<file path="config.mk">
export PLATFORM = sky130hd
export DESIGN_NAME = pin_out_stage
export DESIGN_NICKNAME = d
export VERILOG_FILES = /design/src/rtl/pin_out_pkg.sv /design/src/rtl/pin_data_regs.sv /design/src/rtl/pin_oe_regs.sv /design/src/rtl/pin_drive.sv /design/src/rtl/pin_out_stage.sv
export SDC_FILE = /design/constraint.sdc
export NUM_CORES = 1
export LEC_CHECK = 0
export CORE_ASPECT_RATIO = 0.75
export CORE_MARGIN = 2
export CORE_UTILIZATION = 50
export DETAILED_ROUTE_END_ITERATION = 8
export DONT_BUFFER_PORTS = 1
export HOLD_SLACK_MARGIN = 0.02
export PLACE_DENSITY = 0.71
export SETUP_SLACK_MARGIN = 0.3
export SLEW_MARGIN = 5
export SYNTH_ARGS = -nofsm -noshare
export SYNTH_HDL_FRONTEND = slang
export SYNTH_SLANG_ARGS = --single-unit
export TNS_END_PERCENT = 50
</file>
<file path="constraint.sdc">
create_clock -name clk -period 1.1 [get_ports clk]
set_input_delay 0.22 -clock clk [delete_from_list [all_inputs] [get_ports clk]]
set_output_delay 0.22 -clock clk [all_outputs]
set_load 0.005 [all_outputs]
</file>
<file path="src/rtl/pin_out_pkg.sv">
`timescale 1ns/100ps
package pin_out_pkg;
   // how the data word travels to the pin
   typedef enum logic [1:0] {
      REG_BYPASS = 2'd0,
      REG_SDR    = 2'd1,
      REG_DDR    = 2'd2
   } reg_mode_e;

   // how the output enable travels to the buffer
   typedef enum logic [1:0] {
      OE_DIRECT = 2'd0,
      OE_SINGLE = 2'd1,
      OE_DOUBLE = 2'd2
   } oe_mode_e;
endpackage

</file>
<file path="src/rtl/pin_data_regs.sv">
`timescale 1ns/100ps
module pin_data_regs
   import pin_out_pkg::*;
#(
   parameter int        WIDTH  = 8,
   parameter reg_mode_e MODE   = REG_DDR,
   parameter bit        INVERT = 1'b0
) (
   input  logic             clk,
   input  logic             cen,
   input  logic             arst,
   input  logic             arst_high,
   input  logic [WIDTH-1:0] word_hi_i,
   input  logic [WIDTH-1:0] word_lo_i,
   output logic [WIDTH-1:0] level_o
);
   localparam logic [WIDTH-1:0] FLIP_MASK = INVERT ? {WIDTH{1'b1}} : {WIDTH{1'b0}};

   logic [WIDTH-1:0] hi_w;
   logic [WIDTH-1:0] lo_w;

   // complement ahead of the registers so forced levels are pin levels
   assign hi_w = word_hi_i ^ FLIP_MASK;
   assign lo_w = word_lo_i ^ FLIP_MASK;

   generate
      if (MODE == REG_BYPASS) begin : g_wire
         assign level_o = hi_w;
         logic unused_wire;
         assign unused_wire = ^{clk, cen, arst, arst_high, lo_w};
      end else if (MODE == REG_SDR) begin : g_single
         logic [WIDTH-1:0] word_q;

         always_ff @(posedge clk or posedge arst) begin
            if (arst)     word_q <= {WIDTH{arst_high}};
            else if (cen) word_q <= hi_w;
         end

         assign level_o = word_q;
         logic unused_single;
         assign unused_single = ^lo_w;


         sdr_capture_chk: assert property (@(posedge clk) disable iff (arst)
            cen |=> (level_o == $past(hi_w)));
      end else begin : g_double
         logic [WIDTH-1:0] hi_q;
         logic [WIDTH-1:0] lo_q;
         logic [WIDTH-1:0] lo_fall_q;

         always_ff @(posedge clk or posedge arst) begin
            if (arst) begin
               hi_q <= {WIDTH{arst_high}};
               lo_q <= {WIDTH{arst_high}};
            end else if (cen) begin
               hi_q <= hi_w;
               lo_q <= lo_w;
            end
         end

         // low word crosses to the falling edge so the mux input is settled
         always_ff @(negedge clk or posedge arst) begin
            if (arst) lo_fall_q <= {WIDTH{arst_high}};
            else      lo_fall_q <= lo_q;
         end

         assign level_o = clk ? hi_q : lo_fall_q;


         ddr_low_word_chk: assert property (@(posedge clk) disable iff (arst)
            cen |=> (level_o == $past(lo_w)));

         ddr_hold_chk: assert property (@(posedge clk) disable iff (arst)
            !cen |=> (level_o == $past(level_o)));

         async_level_chk: assert property (@(posedge clk)
            arst |-> (level_o == {WIDTH{arst_high}}));
      end
   endgenerate
endmodule

</file>
<file path="src/rtl/pin_oe_regs.sv">
`timescale 1ns/100ps
module pin_oe_regs
   import pin_out_pkg::*;
#(
   parameter oe_mode_e MODE = OE_DOUBLE
) (
   input  logic clk,
   input  logic cen,
   input  logic arst,
   input  logic oe_i,
   output logic en_o
);
   generate
      if (MODE == OE_DIRECT) begin : g_direct
         assign en_o = oe_i;
         logic unused_direct;
         assign unused_direct = ^{clk, cen, arst};
      end else if (MODE == OE_SINGLE) begin : g_single
         logic oe_q;

         always_ff @(posedge clk or posedge arst) begin
            if (arst)     oe_q <= 1'b0;
            else if (cen) oe_q <= oe_i;
         end

         assign en_o = oe_q;


         oe_single_follow_chk: assert property (@(posedge clk) disable iff (arst)
            cen |=> (en_o == $past(oe_i)));
      end else begin : g_pair
         logic oe_rise_q;
         logic oe_fall_q;

         always_ff @(posedge clk or posedge arst) begin
            if (arst)     oe_rise_q <= 1'b0;
            else if (cen) oe_rise_q <= oe_i;
         end

         always_ff @(negedge clk or posedge arst) begin
            if (arst) oe_fall_q <= 1'b0;
            else      oe_fall_q <= oe_rise_q;
         end

         // off at the rising edge, on only after the falling stage agrees
         assign en_o = oe_rise_q & oe_fall_q;


         oe_pair_follow_chk: assert property (@(posedge clk) disable iff (arst)
            cen |=> (en_o == $past(oe_i)));

         oe_late_turn_on_chk: assert property (@(negedge clk) disable iff (arst)
            $rose(oe_rise_q) |-> !en_o);
      end
   endgenerate
endmodule

</file>
<file path="src/rtl/pin_drive.sv">
`timescale 1ns/100ps
module pin_drive #(
   parameter int WIDTH      = 8,
   parameter bit OPEN_DRAIN = 1'b0
) (
   input  logic [WIDTH-1:0] level_i,
   input  logic             en_i,
   output logic [WIDTH-1:0] dout_o,
   output logic [WIDTH-1:0] pen_o
);
   generate
      if (OPEN_DRAIN) begin : g_od
         // a one is signalled by releasing the pin, never by driving it
         assign dout_o = {WIDTH{1'b0}};
         assign pen_o  = {WIDTH{en_i}} & ~level_i;
      end else begin : g_push
         assign dout_o = level_i;
         assign pen_o  = {WIDTH{en_i}};
      end
   endgenerate
endmodule

</file>
<file path="src/rtl/pin_out_stage.sv">
`timescale 1ns/100ps
module pin_out_stage
   import pin_out_pkg::*;
#(
   parameter int        WIDTH      = 8,
   parameter reg_mode_e REG_MODE   = REG_DDR,
   parameter oe_mode_e  OE_MODE    = OE_DOUBLE,
   parameter bit        INVERT     = 1'b0,
   parameter bit        OPEN_DRAIN = 1'b0,
   parameter bit        USE_CLK_EN = 1'b1,
   parameter bit        USE_ACLR   = 1'b1,
   parameter bit        USE_ASET   = 1'b0
) (
   input  logic             clk,
   input  logic             clk_en,
   input  logic             aclr,
   input  logic             aset,
   input  logic [WIDTH-1:0] data_hi,
   input  logic [WIDTH-1:0] data_lo,
   input  logic             oe_req,
   output logic [WIDTH-1:0] pin_dout,
   output logic [WIDTH-1:0] pin_en
);
   localparam bit ASYNC_USED = USE_ACLR || USE_ASET;

   generate
      if (WIDTH < 1) begin : g_bad_width
         $error("pin_out_stage: WIDTH must be at least 1");
      end
      if (ASYNC_USED && (REG_MODE != REG_DDR)) begin : g_bad_async
         $error("pin_out_stage: asynchronous clear/preset need double-rate mode");
      end
      if ((OE_MODE == OE_DOUBLE) && (REG_MODE != REG_DDR)) begin : g_bad_oe_pair
         $error("pin_out_stage: register-pair enable needs double-rate mode");
      end
      if ((OE_MODE == OE_SINGLE) && (REG_MODE == REG_BYPASS)) begin : g_bad_oe_reg
         $error("pin_out_stage: registered enable needs a registered data path");
      end
   endgenerate

   logic             cen;
   logic             clr_on;
   logic             set_on;
   logic             arst;
   logic             arst_high;
   logic [WIDTH-1:0] level;
   logic             en;

   assign cen       = USE_CLK_EN ? clk_en : 1'b1;
   assign clr_on    = USE_ACLR & aclr;
   assign set_on    = USE_ASET & aset;
   assign arst      = clr_on | set_on;
   // clear wins when both are asserted
   assign arst_high = set_on & ~clr_on;

   pin_data_regs #(
      .WIDTH (WIDTH),
      .MODE  (REG_MODE),
      .INVERT(INVERT)
   ) u_data (
      .clk      (clk),
      .cen      (cen),
      .arst     (arst),
      .arst_high(arst_high),
      .word_hi_i(data_hi),
      .word_lo_i(data_lo),
      .level_o  (level)
   );

   pin_oe_regs #(
      .MODE(OE_MODE)
   ) u_oe (
      .clk (clk),
      .cen (cen),
      .arst(arst),
      .oe_i(oe_req),
      .en_o(en)
   );

   pin_drive #(
      .WIDTH     (WIDTH),
      .OPEN_DRAIN(OPEN_DRAIN)
   ) u_drive (
      .level_i(level),
      .en_i   (en),
      .dout_o (pin_dout),
      .pen_o  (pin_en)
   );
endmodule

</file>
==> metrics.md, run 1 <==
| Metric | Value |
|---|---|
| Post-synth top area share | `39.5%` |
| Util after Layout | `roughly 65%` |
| Top cells by count, synth | `17 x dfrtp_1, 15 x mux2_2, 10 x mux2_4` |
| Gr ovfl total | `0` |
| Synth cell types | `10` |
| Ys async rst share | `between 90% and 100%` |
| IO buf count | `0` |
| Synth Cell Area | `1080 um^2` |
| Number of routed nets with antenna violations | `0` |
| Initial antenna violation count | `0` |
| Top post-synthesis cells by area | `dfrtp_1 40%, dfrtn_1 21%, mux2_2 16%, mux2_4 14%, buf_4 5.6%` |
| Failing checks | `hold timing, setup timing` |
| Hold Path Stages | `1` |
| Drt pass-1 iters | `3` |
| Final hold violation count | `17` |
| Post-synthesis sequential area ratio | `between 60% and 70%` |
| Hold wc startpoint | `clk_en` |
| HPWL after DPL | `roughly 940 um` |
| Reg2Reg Launch Point | `u_data.g_double.lo_q[7]` |
| Inst Count DP | `81` |
| Crit-path cells | `and2_4` |
| Via-per-instance ratio | `4.99` |
| 1st-iter DRT viols | `2` |
| Critical Path RT | `a little under 0.9 ns` |
| Die width | `57.6 um` |
| Relative slew slack | `about 72%` |
| First-pass GRT wire length | `roughly 3 mm` |
| Crit path largest cell delay | `0.41 ns` |
| Layout Cells excl Fill | `roughly 110` |
| Routed WL | `approximately 1.7 mm` |
| Rows | `14` |
| Fillers | `165` |
| Post-route DRC violation count | `0` |
| Max cap viols | `0` |
| Depth of the worst register-to-register path | `0` |
| Fin Hold WS | `-0.0455 ns` |
| Post-route setup slack | `-0.702 ns` |
| Pwr Density | `1810 nW/um^2` |
| Synthesized Nets | `85` |
| I/O pin count | `37` |
| Number of diodes | `0` |
| CTS tree | `done` |
| FF-to-FF End | `u_data.g_double.lo_fall_q[7]` |
| Peak supply drop | `~1.4 mV` |
| Worst-Skew Late Latency | `between 0.4 and 0.5 ns` |
| Crit Path Max Fanout | `8` |
| Clock Skew | `0.00467 ns` |
| Hold_buf cts | `19` |
| Number of setup violations in the final report | `16` |
| Core area | `slightly above 2000 um^2` |
| Post-synthesis cell count | `64` |
| Layout area overhead | `21.0%` |
| Clock-pin slew on the worst setup and hold paths | `approximately 0.13 ns` |
| Slew at the pin closest to its max-slew limit | `0.417 ns` |
| Critical path's slowest cell | `dfrtn_1` |
| Initial Utilization | `53.4%` |
| Max Slew Vio Count | `0` |
| Crit-path leading delay family | `flip-flops` |
| Number of synthesized flops with an enable pin | `0` |
| Synth area leader | `dfrtp_1` |
| Vias in the first global route | `715` |
| Predominant post-synthesis flop cell | `dfrtp_1` |
| Most instantiated library cell after synthesis | `dfrtp_1` |
| Nets@finish | `~110` |
| R2R setup slack | `0 ns` |
| Via Count | `between 500 and 600` |
| Status | `finished with violations` |
| Worst setup EP type | `output pin` |
| Critical path class | `reg2out` |
| Largest net degree at the start of global routing | `18` |
| Hold EP | `u_data.g_double.hi_q[6]` |
| Type of origin of the critical path | `register` |
| RSZ-0062 raised after global routing | `yes` |
| Static Leak | `0.000599 uW` |
| Routed len/inst | `15.5 um` |
| Syn avg cell area | `between 15 and 20 um^2` |
| Crit path buf inv count | `0` |
| Worst Hold Class | `in2reg` |
| Post-synthesis register bit count | `26` |
| Layout cells sized above 1 | `between 40% and 50%` |
| Warnings from Yosys | `0` |
| Total track usage | `between 10% and 20%` |
| Die Y | `around 44 um` |
| DIE AREA | `~2500 um^2` |
| Crit path DAT | `approximately 1.6 ns` |
| Final Wtd Congestion | `0.622` |
[per-stage QoR]
step	total power (uW)	setup WS (ns)	area (um^2)	TNS [ns]
after detailed placement	1560	-0.256	1050	-3.93
final	2360	-0.702	1300	-11.16
after global routing	2520	-0.774	1300	-12.36
after global placement	1550	-0.241	1050	-3.78
after floorplan	1680	-0.301	1080	-4.24
after CTS	2420	-0.724	1300	-11.44
[repair_timing]
action / 4_1_cts / 5_1_grt
endpoints found under the setup margin: 26 / 30
setup buffers: 0 / 0
hold endpoints to repair: 34 / 21
resized for setup: 2 / 1
[logic make-up (layout without fill, tap and decap cells)]
group	count (synthesis)	after routing	share of synthesized area [%]
flip-flops	26	26	60.5
multiplexers	25	25	29.7
buffers and inverters	12	32	9.30
AND/OR/NAND/NOR	1	1	0.582
[report_power, final]
part	internal, uW	switching (uW)	total, uW
clock network	559	506	1060
registers	1050	38.6	1090
logic	140	59.3	199
[layout by cell type, fill, tap and decap left out, drive strengths merged]
master / count
dlygate4sd3: 18
mux2: 25
dfrtp: 17
dfrtn: 9
clkinvlp: 1
and2: 1
buf: 4
clkbuf: 8
dlymetal6s4s: 1
[registers in the layout, summed over array words and instances, names as in the netlist]
signal	cells
u_data.g_double.hi_q	8
u_oe.g_pair.oe_rise_q	1
u_oe.g_pair.oe_fall_q	1
u_data.g_double.lo_fall_q	8
u_data.g_double.lo_q	8
[how the worst max path moves through the flow]
stage	end	cells after the start	from	slack, ns
finish	pin_en[0]	1	u_oe.g_pair.oe_fall_q	-0.70
global route	pin_en[4]	1	u_oe.g_pair.oe_fall_q	-0.77
CTS	pin_dout[2]	1	u_data.g_double.lo_fall_q[2]	-0.72
detailed placement	pin_en[0]	1	u_oe.g_pair.oe_fall_q	-0.26
global placement	pin_en[7]	1	u_oe.g_pair.oe_fall_q	-0.24
floorplan	pin_en[0]	2	u_oe.g_pair.oe_fall_q	-0.30
[per-layer routing]
metal / part of all wire [%] / routed length [um] / track usage [%]
met1: 41 / 682 / 17.2
met5: 0 / 0 / 0
met4: 1.8 / 30 / 14.0
met3: 7.8 / 131 / 12.9
met2: 49 / 828 / 24.5
[area by class of cell]
class                      count  area (um^2)  share of cell area, %
timing repair buffer          23          223                   17.1
multi-input combinational     26          335                   25.7
tap                           24         30.0                   2.31
sequential                    26          651                   50.0
inverter                       1         7.51                  0.576
clock buffer                   8         56.3                   4.32
Note: power is estimated with default switching activity, not from simulation.
==> run 2: changes to the inputs <==
--- a/config.mk
+++ b/config.mk
@@ -12,6 +12,7 @@
 export DONT_BUFFER_PORTS = 1
 export HOLD_SLACK_MARGIN = 0.02
 export PLACE_DENSITY = 0.71
+export RECOVER_POWER = 25
 export SETUP_SLACK_MARGIN = 0.3
 export SLEW_MARGIN = 5
 export SYNTH_ARGS = -nofsm -noshare
==> constraint.sdc (replaced) <==
create_clock -name clk -period 2.2 [get_ports clk]
set_input_delay 0.44 -clock clk [delete_from_list [all_inputs] [get_ports clk]]
set_output_delay 0.44 -clock clk [all_outputs]
set_load 0.005 [all_outputs]
==> run 2 against run 1 <==
  * The flow finishes with violations (setup timing)
  * Worst setup slack gained 0.32 ns
  * Via count shrank 14%
  * Sequential cell count is the same
  * Critical path depth is the same
  * Largest power group unchanged
==> metrics.md, run 2 (synthesis results as in run 1) <==
| Metric | Value |
|---|---|
| Status | `finished with violations` |
| Failing checks | `setup timing` |
| Critical path launch point | `u_data.g_double.lo_fall_q[0]` |
| Clock-pin slew on the worst setup and hold paths | `~0.13 ns` |
| Util after Layout | `between 50% and 60%` |
| Crit path DAT | `around 2.1 ns` |
| Die Y | `roughly 44 um` |
| HPWL after DPL | `998 um` |
| Commonest non-fill, non-tap cells in the layout | `17 x dfrtp_1, 14 x mux2_2, 11 x mux2_4, 9 x dfrtn_1, 7 x clkbuf_4` |
| Storage cell area | `roughly 650 um^2` |
| Routed len/inst | `16.9 um` |
| Max cap viols | `0` |
| Post-route setup slack | `-0.381 ns` |
| Initial antenna violation count | `0` |
| Fillers | `173` |
| Layout cells sized above 1 | `54.0%` |
| Routed WL | `1.47 mm` |
| Number of diodes | `0` |
| Met1 Wirelength | `just over 500 um` |
| Final hold violation count | `0` |
| CTS tree | `done` |
| Via-per-instance ratio | `between 5 and 6` |
| RSZ-0062 raised after global routing | `yes` |
| Vias in the first global route | `between 600 and 700` |
| Nets@finish | `85` |
| Worst setup EP type | `output pin` |
| Critical Path RT | `between 1.5 and 2 ns` |
| Top sig layer | `met3` |
| Relative slew slack | `90.9%` |
| Drt pass-1 iters | `2` |
| Core area | `2010 um^2` |
| Pwr Density | `about 1000 nW/um^2` |
| Crit path buf inv count | `0` |
| Gr ovfl total | `0` |
| WL met3 | `around 160 um` |
| Crit-path leading delay family | `flip-flops` |
| Type of origin of the critical path | `register` |
| Number of setup violations in the final report | `16` |
| Final Wtd Congestion | `0.583` |
| Peak supply drop | `0.693 mV` |
| Largest net degree at the start of global routing | `27` |
| Hold wc startpoint | `data_hi[7]` |
| 1st-iter DRT viols | `24` |
| Crit path largest cell delay | `between 0.3 and 0.4 ns` |
| Initial Utilization | `53.4%` |
| Via Count | `around 460` |
| Crit Path Max Fanout | `1` |
| Area occupied by multi-input gates | `between 300 and 400 um^2` |
| Die width | `around 58 um` |
| Worst Hold Class | `in2reg` |
| Slew at the pin closest to its max-slew limit | `0.136 ns` |
| Met2 wire length | `797 um` |
| Rows | `14` |
| First-pass GRT wire length | `2.64 mm` |
| I/O pin count | `37` |
| Final TNS setup | `-5.78 ns` |
| Clock Skew | `0.00508 ns` |
| Total track usage | `15.1%` |
| Biggest regs | `u_data.g_double.hi_q (8), u_data.g_double.lo_fall_q (8), u_data.g_double.lo_q (8)` |
| Critical path class | `reg2out` |
| Most common cell after layout, fill and taps aside | `dfrtp_1` |
| Reg2Reg Launch Point | `u_oe.g_pair.oe_rise_q` |
| Critical path's slowest cell | `dfrtn_1` |
| Number of routed nets with antenna violations | `0` |
| Max Slew Vio Count | `0` |
| Static Leak | `0.000506 uW` |
| Post-route DRC violation count | `0` |
| Layout area overhead | `2.44%` |
| Worst-Skew Late Latency | `roughly 0.4 ns` |
| DIE AREA | `approximately 2500 um^2` |
| IO buf count | `0` |
| Crit-path cells | `mux2_2` |
## run 2: through the flow
step | hold WS, ns | power (uW) | worst slack (ns) | cell area, um^2 | cells
global placement | 0.371 | 771 | 0.0881 | 1030 | 78
detailed placement | 0.374 | 777 | 0.0807 | 1030 | 78
CTS | 0.145 | 1170 | -0.402 | 1100 | 87
global route | 0.111 | 1230 | -0.438 | 1100 | 87
floorplan | 0.475 | 842 | 0.0285 | 1080 | 64
finish | 0.160 | 1140 | -0.381 | 1100 | 87
## run 2: repair_timing
item,4_1_cts,5_1_grt
hold buffers,1,0
hold endpoints to repair,17,0
gates resized for setup,1,0
buffers inserted,0,0
endpoints found under the setup margin,16,16
## run 2: layout make-up
class                   count  share of cell area [%]
clock buffers               8                    5.11
inverters                   1                   0.341
multi-input cells          26                    30.1
flip-flops and latches     26                    59.0
well taps                  24                    2.72
repair buffers              2                    2.72
## run 2: worst paths after layout
| kind | depth (start not counted) | slack, ns | to |
|---|---|---|---|
| max reg2reg | 0 | 0.53 | u_oe.g_pair.oe_fall_q |
| min | 1 | 0.16 | u_data.g_double.hi_q[7] |
| max | 1 | -0.38 | pin_dout[0] |
| min in group asynchronous | 3 | 0.48 | u_data.g_double.hi_q[7] |
| max in group asynchronous | 3 | 0.55 | u_data.g_double.lo_fall_q[4] |
| min reg2reg | 1 | 0.52 | u_data.g_double.hi_q[4] |
## run 2: routing by layer
metal	vias to the layer above	track usage, %
met3	0	12.0
met4	0	10.7
li1	205	-
met1	232	14.5
met2	25	22.0
met5	-	0
## run 2: power breakdown
group | switching, uW | internal [uW] | leakage (uW)
Sequential | 20.8 | 527 | 0.000304
Combinational | 23.0 | 46.2 | 0.000133
Clock | 247 | 272 | 0.0000692
